### src/rtl/irq_chain_pkg.sv
package irq_chain_pkg;
  localparam int CMD_W = 5;

  typedef enum logic [CMD_W-1:0] {
    CMD_VEC_LO  = 5'h0F,
    CMD_INHIBIT = 5'h10,
    CMD_VEC_HI  = 5'h13
  } irq_cmd_e;
endpackage

### src/rtl/irq_edge_det.sv
module irq_edge_det #(
  parameter int STAGES = 2
) (
  input  logic clk,
  input  logic rst_n,
  input  logic async_i,
  input  logic en_i,
  output logic fall_o
);
  localparam int LAST = STAGES - 1;

  logic [STAGES-1:0] sync_q;
  logic [STAGES-1:0] sync_d;
  logic              prev_q;
  logic              prev_d;

  // Synchronizer chain; stage 0 samples the pin.
  generate
    for (genvar i = 0; i < STAGES; i++) begin : g_stage
      if (i == 0) begin : g_first
        always_comb sync_d[i] = async_i;
      end else begin : g_next
        always_comb sync_d[i] = sync_q[i-1];
      end
    end
  endgenerate

  always_comb prev_d = sync_q[LAST];

  // Idle level of the line is high, so reset to ones.
  always_ff @(posedge clk or negedge rst_n) begin
    if (!rst_n) begin
      sync_q <= '1;
      prev_q <= 1'b1;
    end else begin
      sync_q <= sync_d;
      prev_q <= prev_d;
    end
  end

  always_comb fall_o = en_i & prev_q & ~sync_q[LAST];
endmodule

### src/rtl/irq_pend.sv
module irq_pend (
  input  logic clk,
  input  logic rst_n,
  input  logic set_i,
  input  logic clr_i,
  output logic pend_o
);
  logic pend_q;
  logic pend_d;

  // A fresh edge outranks a clear in the same cycle.
  always_comb begin
    pend_d = pend_q;
    if (clr_i) pend_d = 1'b0;
    if (set_i) pend_d = 1'b1;
  end

  always_ff @(posedge clk or negedge rst_n) begin
    if (!rst_n) pend_q <= 1'b0;
    else        pend_q <= pend_d;
  end

  always_comb pend_o = pend_q;
endmodule

### src/rtl/irq_chain_gate.sv
module irq_chain_gate
  import irq_chain_pkg::*;
(
  input  logic             clk,
  input  logic             rst_n,
  input  logic             pend_i,
  input  logic             pri_in_n_i,
  input  logic             cmd_stb_i,
  input  logic [CMD_W-1:0] cmd_i,
  output logic             req_n_o,
  output logic             pri_out_n_o,
  output logic             inhib_o
);
  logic live_req_n;
  logic live_pri_n;
  logic inhib_q;
  logic inhib_d;
  logic held_req_n_q;
  logic held_pri_n_q;
  logic hold_en;

  always_comb begin
    live_req_n = ~(pend_i & ~pri_in_n_i);
    live_pri_n = pri_in_n_i | pend_i;
  end

  // Freeze state changes only at strobed cycle boundaries.
  always_comb begin
    inhib_d = inhib_q;
    if (cmd_stb_i) inhib_d = (cmd_i == CMD_INHIBIT);
  end

  always_comb hold_en = ~inhib_q;

  always_ff @(posedge clk or negedge rst_n) begin
    if (!rst_n) begin
      inhib_q      <= 1'b0;
      held_req_n_q <= 1'b1;
      held_pri_n_q <= 1'b1;
    end else begin
      inhib_q <= inhib_d;
      if (hold_en) begin
        held_req_n_q <= live_req_n;
        held_pri_n_q <= live_pri_n;
      end
    end
  end

  always_comb begin
    req_n_o     = inhib_q ? held_req_n_q : live_req_n;
    pri_out_n_o = inhib_q ? held_pri_n_q : live_pri_n;
    inhib_o     = inhib_q;
  end
endmodule

### src/rtl/irq_vec_out.sv
module irq_vec_out
  import irq_chain_pkg::*;
#(
  parameter int BYTE_W = 8
) (
  input  logic                clk,
  input  logic                rst_n,
  input  logic                cmd_stb_i,
  input  logic [CMD_W-1:0]    cmd_i,
  input  logic                granted_i,
  input  logic [2*BYTE_W-1:0] vector_i,
  output logic [BYTE_W-1:0]   data_o,
  output logic                oe_o,
  output logic                clr_o
);
  localparam int VEC_W = 2 * BYTE_W;

  logic              hit_lo;
  logic              hit_hi;
  logic              oe_q;
  logic              oe_d;
  logic [BYTE_W-1:0] data_q;
  logic [BYTE_W-1:0] data_d;

  always_comb begin
    hit_lo = cmd_stb_i & granted_i & (cmd_i == CMD_VEC_LO);
    hit_hi = cmd_stb_i & granted_i & (cmd_i == CMD_VEC_HI);
    oe_d   = hit_lo | hit_hi;
    data_d = '0;
    if (hit_lo) data_d = vector_i[BYTE_W-1:0];
    if (hit_hi) data_d = vector_i[VEC_W-1 -: BYTE_W];
  end

  always_ff @(posedge clk or negedge rst_n) begin
    if (!rst_n) begin
      oe_q   <= 1'b0;
      data_q <= '0;
    end else begin
      oe_q   <= oe_d;
      data_q <= data_d;
    end
  end

  always_comb begin
    data_o = data_q;
    oe_o   = oe_q;
    clr_o  = hit_hi;
  end
endmodule

### src/rtl/irq_chain_ctl.sv
module irq_chain_ctl
  import irq_chain_pkg::*;
#(
  parameter int BYTE_W      = 8,
  parameter int SYNC_STAGES = 2
) (
  input  logic                clk,
  input  logic                rst_n,
  input  logic                ext_irq_i,
  input  logic                pri_in_n_i,
  input  logic [CMD_W-1:0]    cmd_i,
  input  logic                cmd_stb_i,
  input  logic                irq_en_i,
  input  logic [2*BYTE_W-1:0] vector_i,
  output logic                irq_req_n_o,
  output logic                pri_out_n_o,
  output logic [BYTE_W-1:0]   vbus_o,
  output logic                vbus_oe_o
);
  logic fall_w;
  logic pend_w;
  logic clr_w;
  logic inhib_w;
  logic granted_w;

  irq_edge_det #(.STAGES(SYNC_STAGES)) u_edge (
    .clk     (clk),
    .rst_n   (rst_n),
    .async_i (ext_irq_i),
    .en_i    (irq_en_i),
    .fall_o  (fall_w)
  );

  irq_pend u_pend (
    .clk    (clk),
    .rst_n  (rst_n),
    .set_i  (fall_w),
    .clr_i  (clr_w),
    .pend_o (pend_w)
  );

  irq_chain_gate u_gate (
    .clk         (clk),
    .rst_n       (rst_n),
    .pend_i      (pend_w),
    .pri_in_n_i  (pri_in_n_i),
    .cmd_stb_i   (cmd_stb_i),
    .cmd_i       (cmd_i),
    .req_n_o     (irq_req_n_o),
    .pri_out_n_o (pri_out_n_o),
    .inhib_o     (inhib_w)
  );

  always_comb granted_w = ~irq_req_n_o;

  irq_vec_out #(.BYTE_W(BYTE_W)) u_vec (
    .clk       (clk),
    .rst_n     (rst_n),
    .cmd_stb_i (cmd_stb_i),
    .cmd_i     (cmd_i),
    .granted_i (granted_w),
    .vector_i  (vector_i),
    .data_o    (vbus_o),
    .oe_o      (vbus_oe_o),
    .clr_o     (clr_w)
  );
endmodule

### config.mk
export PLATFORM = sky130hd
export DESIGN_NAME = irq_chain_ctl
export DESIGN_NICKNAME = d
export VERILOG_FILES = /design/src/rtl/irq_chain_pkg.sv /design/src/rtl/irq_edge_det.sv /design/src/rtl/irq_pend.sv /design/src/rtl/irq_chain_gate.sv /design/src/rtl/irq_vec_out.sv /design/src/rtl/irq_chain_ctl.sv
export SDC_FILE = /design/constraint.sdc
export NUM_CORES = 1
export LEC_CHECK = 0
export BUFFER_PORTS_ARGS = -buffer_cell sky130_fd_sc_hd__buf_2
export CAP_MARGIN = 20
export CORE_MARGIN = 2
export CORE_UTILIZATION = 46
export DETAILED_ROUTE_END_ITERATION = 7
export GPL_TIMING_DRIVEN = 0
export MAX_ROUTING_LAYER = met4
export PLACE_DENSITY = 0.81
export SLEW_MARGIN = 25
export SYNTH_ARGS = -nofsm -noshare
export SYNTH_HDL_FRONTEND = slang
export SYNTH_SLANG_ARGS = --single-unit
### constraint.sdc
create_clock -name clk -period 2.9 [get_ports clk]
set_input_delay 0.145 -clock clk [delete_from_list [all_inputs] [get_ports clk]]
set_output_delay 0.145 -clock clk [all_outputs]
set_load 0.01 [all_outputs]
==> reports/metrics.cfg <==
[synth]
ys.flop_type = dfrtp_1
postSynth.asyncResetShare_pct = 100
synth_top_area_share_pct = 37.2
synth-compound-area-share_pct = 18.6
yosys_warnings = 0
synth_cells = 62
yosysSeqAreaShare_pct = 54.9
yosys.area_share.simple_pct = 20.8
synth_cell_types = 19
synthMuxAreaShare_pct = 0
syn-num-nets = 89
synth_adder_area_share_pct = 0
synth_area_leaders = dfrtp_1 37%, dfstp_2 18%, a21boi_2 12%
synth_xor_area_share_pct = 0
syn-mean-instance-area_sq_um = 11.9
synth_edf_count = 0
ys_seq_elements = 16
netlist_area_sq_um = 741
yosys.area.top_type = dfrtp_1
synth_top_family_by_area = simple AND/OR/NAND/NOR gates

[routing]
wire_per_inst_um = 13.3
antenna_left = 0
first_pass_iters = 4
drt-total-wl_um = 1610
viasPerCell = 5.26
drc_errors = 0
drt_iter0_drc = 10
vias = 636

[die]
row_count = 14
die_h_um = 44.1
core_sq_um = 1510
initial_core_util_pct = 49.2
io_pins = 38
die-area_sq_um = 1950
die-width_um = 44.1

[pwr]
finalPower_mw = 0.440
leakagePower_nw = 0.486
powerDensity_nw_per_um2 = 439
peakVddDrop_uv = 253

[placed_design]
dp_cells = 115
place_ws_ns = 1.76
gp_congestion = 0.776
place.port_buffers = 37
hpwlAfterDp_um = 1180

[setup_path]
critPathMaxStageDelay_ns = 0.44
path_class = register to output port
worstSetupStartpoint = u_gate.inhib_o
worstSetupEndpointType = output port
endpoint = irq_req_n_o
cp.required_ns = 2.76
r2r_cells = 3
crit_slowest_cell = dfrtp_1
crit_fanout = 5
arrival_ns = 1.20
reg2reg_setup_slack_ns = 1.73
startpoint_type = register
rr_endpoint = u_vec.data_o[2]
crit_chain = nor3b_2 -> nor2_1 -> buf_2
reg2reg_from = u_gate.inhib_o

[global_route]
grt_pass1_vias = 621
grt_max_degree = 17
antenna_found_initial = 0
track_usage_pct = 19.2
overflow = 0
grt_first_pass_wirelength_um = 2610

[sta]
setup_ws_ns = 1.56
worst_slew_pin_slew_ns = 0.336
fin_tns_setup_ns = 0
max_freq_ghz = 0.744
max_slew_margin_pct = 77.6
period_share_pct = 46.3
rsz0062_at_grt = false
hold_viol = 0
skew_ns = 0.00210
setup_violations = 0
slew_viol_final = 0
layout_min_cycle_time_ns = 1.34

[cts]
clock-sinks = 16
htree_levels = 1
clkTransAtPathRegs_ns = 0.09
clock-root-buffer = clkbuf_4
clock_path_buffers = 2
cts_buffers = 3
cts_resized = 0
clk_latency_ns = 0.29
tritoncts = built

[finish]
final_util_pct = 66.5
final_cell_mix = 38 x buf_2, 17 x nand3_1, 11 x dfrtp_1, 8 x a21boi_2, 5 x dfstp_2
regArea_sq_um = 407
finalNonFillerCells = 121
fin_nets = 133
multi_input_area_sq_um = 292
final_layout_size_suffix_gt1_share_pct = 59.0
antenna_cells = 0
area_delta_synth_final_pct = 35.3
layout_commonest_cell = buf_2
nFillCells = 123

[hold_path]
hold_path_class = primary input to register
min_from = cmd_stb_i

[job]
maxCapViolCount = 0

[run_status]
status = finished, final reports clean

[power breakdown]
group	internal [mW]	switching [mW]	total [mW]
clock network	0.0765	0.0709	0.147
registers	0.232	0.00313	0.236
logic	0.0295	0.0278	0.0573
total	0.339	0.102	0.440
[metal layers]
| layer | global-route usage, % | part of all wire [%] | up-vias | wire length, um |
|---|---|---|---|---|
| li1 | - | - | 306 | - |
| met1 | 21.6 | 43 | 301 | 697 |
| met2 | 33.5 | 50 | 26 | 809 |
| met3 | 3.67 | 5.1 | 3 | 82 |
| met4 | 7.27 | 1.3 | 0 | 21 |
| met5 | - | 0 | - | 0 |
[state kept, by name (all words and copies together) (netlist names)]
signal               flops
u_gate.held_req_n_q      1
u_pend.pend_o            1
u_edge.prev_q            1
u_gate.inhib_o           1
u_vec.oe_o               1
u_vec.data_o             8
u_gate.held_pri_n_q      1
u_edge.sync_q            2
[synth_stat cells (all sizes together), types with 2 or more instances]
cell type,count
o21ai,2
nor3b,2
nand3,17
buf,4
nor2,3
inv,2
a21boi,8
dfstp,5
dfrtp,11
[stage by stage]
stage / hold slack, ns / area (sq um)
after floorplan: -0.151 / 741
after global placement: 0.0675 / 946
after detailed placement: 0.0665 / 946
after CTS: 0.0718 / 1000
after global routing: 0.0780 / 1000
final: 0.0724 / 1000
[kinds of logic (layout without fill, tap and decap cells)]
logic type	Yosys count	in the layout
and+or+nand+nor	26	26
DFF	16	16
AOI/OAI and AO/OA	14	14
buffers and inverters	6	49
[repair_timing]
action	4_1_cts	5_1_grt
hold buffers	2	0
setup buffers	0	0
endpoints found under the hold margin	12	0
[cell type report]
| type | count | area share (%) |
|---|---|---|
| sequential | 16 | 40.6 |
| multi-input combinational | 40 | 29.1 |
| timing repair buffer | 39 | 20.5 |
| clock buffer | 4 | 3.62 |
| buffer | 4 | 3.50 |
| tap | 16 | 2.00 |
| inverter | 2 | 0.749 |
[worst min-delay path by stage]
| stage | cells past startpoint | slack [ns] | endpoint |
|---|---|---|---|
| finish | 2 | 0.07 | u_gate.inhib_o |
| CTS | 2 | 0.07 | u_gate.inhib_o |
| global placement | 1 | 0.07 | u_vec.data_o[2] |
| detailed placement | 1 | 0.07 | u_vec.data_o[2] |
| floorplan | 0 | -0.15 | u_gate.inhib_o |
| global route | 2 | 0.08 | u_gate.inhib_o |
[worst max-delay path, delay by kind of cell (launching register included)]
family	cells	cell delay [ns]
flip-flops	1	0.44
AND/OR/NAND/NOR	2	0.33
buffers and inverters	1	0.14
Note: power is estimated with default switching activity, not from simulation.
